### config.mk
export PLATFORM = sky130hd
export DESIGN_NAME = clkmul_sequencer
export DESIGN_NICKNAME = d
export VERILOG_FILES = /design/src/rtl/clkmul_seq_pkg.sv /design/src/rtl/clkmul_seq_dp.sv /design/src/rtl/clkmul_seq_ctl.sv /design/src/rtl/clkmul_sequencer.sv
export SDC_FILE = /design/constraint.sdc
export NUM_CORES = 1
export LEC_CHECK = 0
export BUFFER_PORTS_ARGS = -buffer_cell sky130_fd_sc_hd__buf_2
export CAP_MARGIN = 30
export CORE_ASPECT_RATIO = 0.9
export CORE_MARGIN = 1
export CORE_UTILIZATION = 50
export CTS_CLUSTER_SIZE = 20
export DETAILED_ROUTE_END_ITERATION = 8
export PLACE_DENSITY = 0.7
export SKIP_LAST_GASP = 1
export SYNTH_ARGS = -nofsm -noshare
export SYNTH_HDL_FRONTEND = slang
export SYNTH_SLANG_ARGS = --single-unit
### constraint.sdc
create_clock -name clk -period 1.9 [get_ports clk]
set_input_delay 0.095 -clock clk [delete_from_list [all_inputs] [get_ports clk]]
set_output_delay 0.095 -clock clk [all_outputs]
set_load 0.02 [all_outputs]
### src/rtl/clkmul_seq_pkg.sv
package clkmul_seq_pkg;

  typedef enum logic [2:0] {
    S_IDLE,
    S_EN_GAP,
    S_EN_POLL,
    S_VOTE_POLL,
    S_DIS_GAP,
    S_FIN
  } seqState_t;

  // Strobes from control to datapath, each valid for one cycle.
  typedef struct packed {
    logic setByp;
    logic setRst;
    logic setOut;
    logic clrOut;
    logic clrRstByp;
    logic setVote;
    logic clrVote;
    logic clrTimer;
    logic setErr;
    logic clrErr;
  } seqStrobe_t;

endpackage

### src/rtl/clkmul_seq_dp.sv
module clkmul_seq_dp
  import clkmul_seq_pkg::*;
#(
  parameter int TICK_DIV = 100,
  parameter int CNT_W    = 7
) (
  input  logic             clk,
  input  logic             rstN,
  input  seqStrobe_t       strb,
  output logic             tick,
  output logic [CNT_W-1:0] usCnt,
  output logic             bypassRel,
  output logic             pllRstN,
  output logic             outEn,
  output logic             voteOut,
  output logic             timeoutErr
);

  // Microsecond tick: the prescaler restarts with every wait.
  generate
    if (TICK_DIV > 1) begin : g_pre
      localparam int PRE_W = $clog2(TICK_DIV);
      logic [PRE_W-1:0] preCnt;
      always_ff @(posedge clk) begin
        if (!rstN || strb.clrTimer) preCnt <= '0;
        else if (preCnt == PRE_W'(TICK_DIV - 1)) preCnt <= '0;
        else preCnt <= preCnt + 1'b1;
      end
      assign tick = (preCnt == PRE_W'(TICK_DIV - 1));
    end else begin : g_nopre
      assign tick = 1'b1;
    end
  endgenerate

  // Tick counter, shared by the gaps and the poll budget.
  always_ff @(posedge clk) begin
    if (!rstN || strb.clrTimer) usCnt <= '0;
    else if (tick && (usCnt != '1)) usCnt <= usCnt + 1'b1;
  end

  // Control lines.
  always_ff @(posedge clk) begin
    if (!rstN) begin
      bypassRel  <= 1'b0;
      pllRstN    <= 1'b0;
      outEn      <= 1'b0;
      voteOut    <= 1'b0;
      timeoutErr <= 1'b0;
    end else begin
      if (strb.setByp) bypassRel <= 1'b1;
      if (strb.setRst) pllRstN <= 1'b1;
      if (strb.setOut) outEn <= 1'b1;
      if (strb.clrOut) outEn <= 1'b0;
      if (strb.clrRstByp) begin
        pllRstN   <= 1'b0;
        bypassRel <= 1'b0;
      end
      if (strb.setVote) voteOut <= 1'b1;
      if (strb.clrVote) voteOut <= 1'b0;
      if (strb.clrErr) timeoutErr <= 1'b0;
      if (strb.setErr) timeoutErr <= 1'b1;
    end
  end

  p_out_needs_rst_r1 : assert property (@(posedge clk) disable iff (!rstN)
    outEn |-> (pllRstN && bypassRel));
  p_rst_needs_byp_r1 : assert property (@(posedge clk) disable iff (!rstN)
    pllRstN |-> bypassRel);

endmodule

### src/rtl/clkmul_seq_ctl.sv
module clkmul_seq_ctl
  import clkmul_seq_pkg::*;
#(
  parameter int BYP_GAP_US = 5,
  parameter int DIS_GAP_US = 1,
  parameter int POLL_MAX   = 100,
  parameter int CNT_W      = 7
) (
  input  logic             clk,
  input  logic             rstN,
  input  logic             enReq,
  input  logic             disReq,
  input  logic             voteStrap,
  input  logic             lockDet,
  input  logic             activeFlag,
  input  logic             tick,
  input  logic [CNT_W-1:0] usCnt,
  input  logic             bypassRel,
  input  logic             pllRstN,
  input  logic             outEn,
  input  logic             timeoutErr,
  output seqStrobe_t       strb,
  output logic             busy,
  output logic             done
);

  seqState_t state, nextState;
  logic allOn, gapEnd, disEnd, pollLast;

  always_comb begin
    allOn    = bypassRel && pllRstN && outEn;
    gapEnd   = tick && (usCnt == CNT_W'(BYP_GAP_US - 1));
    disEnd   = tick && (usCnt == CNT_W'(DIS_GAP_US - 1));
    pollLast = tick && (usCnt == CNT_W'(POLL_MAX - 1));
    strb      = '0;
    nextState = state;
    case (state)
      S_IDLE: begin
        if (enReq) begin
          strb.clrErr = 1'b1;
          if (voteStrap) begin
            strb.setVote  = 1'b1;
            strb.clrTimer = 1'b1;
            nextState     = S_VOTE_POLL;
          end else if (allOn) begin
            nextState = S_FIN;
          end else begin
            strb.setByp   = 1'b1;
            strb.clrTimer = 1'b1;
            nextState     = S_EN_GAP;
          end
        end else if (disReq) begin
          strb.clrErr = 1'b1;
          if (voteStrap) begin
            strb.clrVote = 1'b1;
            nextState    = S_FIN;
          end else begin
            strb.clrOut   = 1'b1;
            strb.clrTimer = 1'b1;
            nextState     = S_DIS_GAP;
          end
        end
      end
      S_EN_GAP: begin
        if (gapEnd) begin
          strb.setRst   = 1'b1;
          strb.clrTimer = 1'b1;
          nextState     = S_EN_POLL;
        end
      end
      S_EN_POLL: begin
        if (tick && lockDet) begin
          strb.setOut = 1'b1;
          nextState   = S_FIN;
        end else if (pollLast) begin
          strb.setErr = 1'b1;
          nextState   = S_FIN;
        end
      end
      S_VOTE_POLL: begin
        if (tick && activeFlag) begin
          nextState = S_FIN;
        end else if (pollLast) begin
          strb.setErr = 1'b1;
          nextState   = S_FIN;
        end
      end
      S_DIS_GAP: begin
        if (disEnd) begin
          strb.clrRstByp = 1'b1;
          nextState      = S_FIN;
        end
      end
      S_FIN:   nextState = S_IDLE;
      default: nextState = S_IDLE;
    endcase
  end

  always_ff @(posedge clk) begin
    if (!rstN) state <= S_IDLE;
    else state <= nextState;
  end

  assign busy = (state != S_IDLE);
  assign done = (state == S_FIN);

  p_done_single_r9 : assert property (@(posedge clk) disable iff (!rstN)
    done |=> !done);
  p_out_after_lock_r2 : assert property (@(posedge clk) disable iff (!rstN)
    $rose(outEn) |-> $past(lockDet));
  p_err_ends_seq_r3 : assert property (@(posedge clk) disable iff (!rstN)
    $rose(timeoutErr) |-> done);
  p_vote_keeps_ctrl_r6 : assert property (@(posedge clk) disable iff (!rstN)
    (state == S_VOTE_POLL) |=> $stable({bypassRel, pllRstN, outEn}));

endmodule

### src/rtl/clkmul_sequencer.sv
module clkmul_sequencer
  import clkmul_seq_pkg::*;
#(
  parameter int TICK_DIV   = 100,
  parameter int BYP_GAP_US = 5,
  parameter int DIS_GAP_US = 1,
  parameter int POLL_MAX   = 100
) (
  input  logic clk,
  input  logic rstN,
  input  logic enReq,
  input  logic disReq,
  input  logic voteStrap,
  input  logic lockDet,
  input  logic activeFlag,
  output logic bypassRel,
  output logic pllRstN,
  output logic outEn,
  output logic voteOut,
  output logic busy,
  output logic done,
  output logic timeoutErr
);

  localparam int MAX_GAP = (BYP_GAP_US > DIS_GAP_US) ? BYP_GAP_US : DIS_GAP_US;
  localparam int MAX_CNT = (MAX_GAP > POLL_MAX) ? MAX_GAP : POLL_MAX;
  localparam int CNT_W   = $clog2(MAX_CNT + 1);

  seqStrobe_t       strb;
  logic             tick;
  logic [CNT_W-1:0] usCnt;

  clkmul_seq_ctl #(
    .BYP_GAP_US(BYP_GAP_US),
    .DIS_GAP_US(DIS_GAP_US),
    .POLL_MAX  (POLL_MAX),
    .CNT_W     (CNT_W)
  ) u_ctl (
    .clk       (clk),
    .rstN      (rstN),
    .enReq     (enReq),
    .disReq    (disReq),
    .voteStrap (voteStrap),
    .lockDet   (lockDet),
    .activeFlag(activeFlag),
    .tick      (tick),
    .usCnt     (usCnt),
    .bypassRel (bypassRel),
    .pllRstN   (pllRstN),
    .outEn     (outEn),
    .timeoutErr(timeoutErr),
    .strb      (strb),
    .busy      (busy),
    .done      (done)
  );

  clkmul_seq_dp #(
    .TICK_DIV(TICK_DIV),
    .CNT_W   (CNT_W)
  ) u_dp (
    .clk       (clk),
    .rstN      (rstN),
    .strb      (strb),
    .tick      (tick),
    .usCnt     (usCnt),
    .bypassRel (bypassRel),
    .pllRstN   (pllRstN),
    .outEn     (outEn),
    .voteOut   (voteOut),
    .timeoutErr(timeoutErr)
  );

endmodule

## Yosys cells after proc, flatten, opt, wreduce, memory -nomap -nowiden

Index checks and enable logic that the tools add are counted.

| word-level totals | value |
|---|---|
| register bits | 22 |
| input port bits | 7 |
| logic and storage cells | 84 |
| output and inout port bits | 7 |

| operators by class | value |
|---|---|
| multiplexer cells | 42 |
| equality and inequality tests | 12 |
| bitwise logic cells | 1 |
| add/subtract/negate cells | 2 |
| reduce and logical (&&, ||, !) cells | 19 |

Operator list:

| kind | count |
|---|---|
| 1-bit 2-to-1 mux | 28 |
| 3-bit 2-to-1 mux | 9 |
| 3-bit one-hot mux with 5 select lines | 1 |
| 7-bit by 1-bit adder with 7-bit output, second input constant | 2 |
| 7-bit == test, second input constant | 2 |
| 1-bit logical AND | 8 |
| 2-bit OR reduction | 4 |
| 7-bit by 3-bit == test with 1-bit output, second input constant | 1 |
| 7-bit zero test | 1 |
| 7-bit != test, second input constant | 1 |
| 3-bit by 2-bit == test with 1-bit output, second input constant | 2 |
| 3-bit == test, second input constant | 2 |
| 2-bit 2-to-1 mux | 2 |
| 2-bit by 1-bit != test with 1-bit output, second input constant | 2 |
| 1-bit one-hot mux with 2 select lines | 2 |
| 3-bit by 1-bit == test with 1-bit output, second input constant | 1 |
| 3-bit zero test | 1 |
| 3-bit != test, second input constant | 1 |
| 3-bit AND reduction | 1 |
| 3-bit nonzero test | 1 |
| 2-bit nonzero test | 1 |
| 1-bit zero test | 1 |
| 1-bit logical OR | 1 |
| 1-bit NOT | 1 |

## Logic depth before layout (Yosys ltp)

| depth | value |
|---|---|
| depth after elaboration | 8 |
| gate-level depth with buffers | 7 |
| depth with buffers taken out | 6 |

## By module

From an unflattened synthesis, not the netlist that was laid out.

| unflattened totals | value |
|---|---|
| cell total of the unflattened synthesis | 149 |
| area, all modules | 1283.7 um2 |

Modules (own cells, without submodules):

| module | cells an instance | seq. area each (um2) | times used | area each (um2) |
|---|---|---|---|---|
| clkmul_seq_dp | 85 | 380.4 | 1 | 782.0 |
| clkmul_seq_ctl | 64 | 60.1 | 1 | 501.7 |

## Least setup slack after synthesis

No wires, ideal clock.

| timing | value |
|---|---|
| kind | reg-to-reg |
| start | register u_dp.g_pre.preCnt[0] |
| end | register u_dp.g_pre.preCnt[2] |
| arrival | 1431 ps |
| cell stages (with the launch flop) | 8 |
| clock period less this slack | 1495 ps |
| library setup time | 64 ps |
| required time | 1836 ps |
| slack | 405 ps |
| path buffers | 2 |
| path through | dfxtp_1 -> ha_1 -> and4bb_1 -> and2_1 -> buf_6 -> or2_1 -> buf_6 -> nor2_1 |

| between the ends | value |
|---|---|
| cells in the longest elaborated chain, start to end | 6 |
| elaborated cells on any way between the ends | 7 |
| those cells by class | add/sub: 1; eq/ne: 1; mux: 2; reduce/logical: 3 |

RTL lines:

| what | line | RTL |
|---|---|---|
| start, declared | clkmul_seq_dp.sv:23 | `logic [PRE_W-1:0] preCnt;` |
| start signal, assigned | clkmul_seq_dp.sv:27 | `else preCnt <= preCnt + 1'b1;` |
| 7-bit == test | clkmul_seq_dp.sv:26, clkmul_seq_dp.sv:29 |  |
| 1-bit logical AND | clkmul_seq_ctl.sv:32 | `gapEnd = tick && (usCnt == CNT_W'(BYP_GAP_US - 1));` |
| 1-bit 2-to-1 mux | clkmul_seq_ctl.sv:65 | `if (gapEnd) begin` |
| 1-bit one-hot mux with 2 select lines | clkmul_seq_ctl.sv:37 | `case (state)` |
| 1-bit logical OR | clkmul_seq_dp.sv:25 | `if (!rstN \|\| strb.clrTimer) preCnt <= '0;` |
| 2-bit OR reduction (no line) | n/a |  |

Parallel ways exist; a longest one is shown, timed or not.
A chain may end at the register's enable or synchronous reset.

## Worst setup path in the final report

| timing | value |
|---|---|
| start | register u_dp.g_pre.preCnt[0] |
| end | register u_dp.bypassRel |

| between the ends | value |
|---|---|
| cells in the longest elaborated chain, start to end | 5 |

RTL lines:

| what | line | RTL |
|---|---|---|
| 7-bit == test | clkmul_seq_dp.sv:29 | `assign tick = (preCnt == PRE_W'(TICK_DIV - 1));` |
| 1-bit logical AND | clkmul_seq_ctl.sv:33 | `disEnd = tick && (usCnt == CNT_W'(DIS_GAP_US - 1));` |
| 1-bit 2-to-1 mux | clkmul_seq_ctl.sv:89 | `if (disEnd) begin` |
| 1-bit 2-to-1 mux | clkmul_seq_ctl.sv:37 |  |
| 2-bit OR reduction (no line) | n/a |  |
| end signal, assigned | clkmul_seq_dp.sv:44 | `bypassRel <= 1'b0;` |
| end signal, assigned | clkmul_seq_dp.sv:50 | `if (strb.setByp) bypassRel <= 1'b1;` |
| end signal, assigned | clkmul_seq_dp.sv:56 | `bypassRel <= 1'b0;` |
| end, declared | clkmul_seq_dp.sv:12 | `output logic bypassRel,` |

No other way between the ends.

==> results.yml <==
detailed_routing:
  vias_per_cell: 5.767
  drtIter0Drc: 24
  firstDrtPassIters: 4
  postRouteAntennaNets: 0
  drc: 0
  num_vias: 1038
  wl_per_cell_um: 13.13
  drt-total-wl_mm: 2.364
grt:
  track_usage_pct: 21.00
  antenna_found_initial: 0
  grt_max_degree: 14
  grt_pass1_vias: 880
  grt_overflow: 0
  grt_pass1_wl_mm: 3.822
sta:
  fin_setup_tns_ps: 0
  tightest_slew_ps: 448.3
  layout_setup_ws_ps: 257.9
  hold_ws_ps: 93.30
  clock_skew_ps: 9.641
  rsz0062_at_grt: "no"
  finalCriticalPeriod_ps: 1642
  fin_crit_sh_pct: 86.43
  hold_viol: 0
  relSlewSlack_pct: 70.05
  max_clock_freq_mhz: 609.0
  setup_viol_count_final: 0
  slew_viol_final: 0
die:
  rows: 16
  die_h_um: 48.28
  initial_utilization_pct: 54.03
  fp.dieW_um: 53.42
  core_area_um2: 2202
  dieArea_um2: 2579
  boundaryPins: 14
clock_tree:
  cts_buffers: 3
  clockRootBuffer: "clkbuf_4"
  clock-sinks: 22
  clock_latency_ps: 310
  cts_tree: "yes"
  ctsResizeCount: 0
  cts-htree-levels: 1
  cts_buffer_depth: 2
  clkSlewWorstSetupHoldPaths_ps: 120
  cts_setup_buffers: 0
  hold_buffers: 0
synthesis:
  async_reset_ff_share_pct: 0
  synthTopCellsByArea: "dfxtp_1 (37%), nor2_1 (6.6%), nand3_1 (4.6%)"
  yosysSeqAreaShare_pct: 37.01
  syn_avg_cell_area_um2: 8.380
  synth.ff_latch_count: 22
  mappedNetlistArea_um2: 1190
  synth-edff-count: 0
  yosys_warnings: 0
  ys.flop_type: "dfxtp_1"
  synth_top_area_share_pct: 37.01
  yosysTopAreaCell: "dfxtp_1"
  synth.net_count: 152
  yosys.cell_types.count: 40
  postSynthCellCount: 142
layout:
  finalNetCount: 164
  antenna_cells: 0
  drive_above_1_share_pct: 15.03
  layout_commonest_cell: "dfxtp_1"
  layout_common_cells: "dfxtp_1 (22), nor2_1 (21), buf_2 (13)"
  area_delta_synth_final_pct: 8.833
  fin_cells: 180
setup_path:
  startpoint_type: "flip-flop"
  crit_path_end_kind: "flip-flop"
  crit_fanout: 6
  criticalPathCategory: "reg2reg"
  worstPathRequired_ps: 2120
  cp.arrival_ps: 1860
placed_design:
  finalWeightedCongestion: 0.7971
  pre_cts_slack_ps: 287.1
  place_inst: 176
  dp_hpwl_mm: 1.805
  io_buffers: 13
power_and_ir_drop:
  leakage_nw: 0.5382
  p_per_area_nw_per_um2: 1006
  ir_worst_vdd_uv: 765.8
  power_mw: 1.302
job:
  drv_cap: 0
status:
  outcome: "complete, no violations"
min_path:
  hold_class: "in2reg"
[power breakdown]
| group | switching [mW] | internal, mW |
|---|---|---|
| clock | 0.141 | 0.213 |
| combinational | 0.208 | 0.165 |
| sequential | 0.0679 | 0.507 |
| total | 0.418 | 0.885 |
[Yosys cell counts (3+ instances only)]
library cell and number:
a21oi_1 3, nand2_1 11, nor3_1 4, ha_1 3
dfxtp_1 22, xnor2_1 4, inv_1 4, nor2_1 21
xor2_1 6, nand3_1 11, and3_1 6, nor2b_1 8
buf_2 3, o21ai_0 3, buf_6 3
[path summary, 6_finish.rpt]
check                            start              endpoint  slack [ps]  cells after the start
setup / recovery  u_dp.g_pre.preCnt[0]        u_dp.bypassRel         260                      5
hold / removal                    rstN            u_dp.outEn          90                      3
setup reg to reg  u_dp.g_pre.preCnt[0]        u_dp.bypassRel         260                      5
hold reg to reg   u_dp.g_pre.preCnt[0]  u_dp.g_pre.preCnt[0]         450                      1
[stage by stage]
step           cell area, um^2  utilization (%)
6_report                  1295            58.81
5_1_grt                   1295            58.81
4_1_cts                   1295            58.81
3_5_place_dp              1242            56.42
3_3_place_gp              1242            56.42
2_1_floorplan             1190                -
[kinds of logic after synthesis]
group	after synthesis	share of synthesized area [%]
compound gates	23	14.82
xor+xnor	10	7.360
simple gates	73	31.86
fa+ha+maj	3	3.155
buf+inv	11	5.782
flops	22	37.01
[registers in the layout, indices dropped and copies added (netlist names)]
signal	flops
u_dp.g_pre.preCnt	7
u_dp.timeoutErr	1
u_dp.voteOut	1
u_dp.bypassRel	1
u_ctl.state	3
u_dp.usCnt	7
u_dp.pllRstN	1
u_dp.outEn	1
[per-layer routing]
metal / track usage [%] / wire, um
met3: 5.607 / 61
met4: 4.737 / 15
met2: 35.25 / 1174
met1: 27.32 / 1113
met5: 0 / 0
[layout make-up]
class	count	area [um^2]
fill	217	907.1
multi-input combinational	109	680.7
clock buffer	3	22.52
inverter	4	15.01
sequential	22	440.4
clock inverter	1	30.03
tap	27	33.78
timing repair buffer	14	72.57
[critical path, stage by stage, from the launching register on]
cell	delay (ps)
dfxtp_1	370
ha_1	210
and4bb_1	250
and4_1	300
nand3_1	130
o221a_2	290
Note: power is estimated with default switching activity, not from simulation.
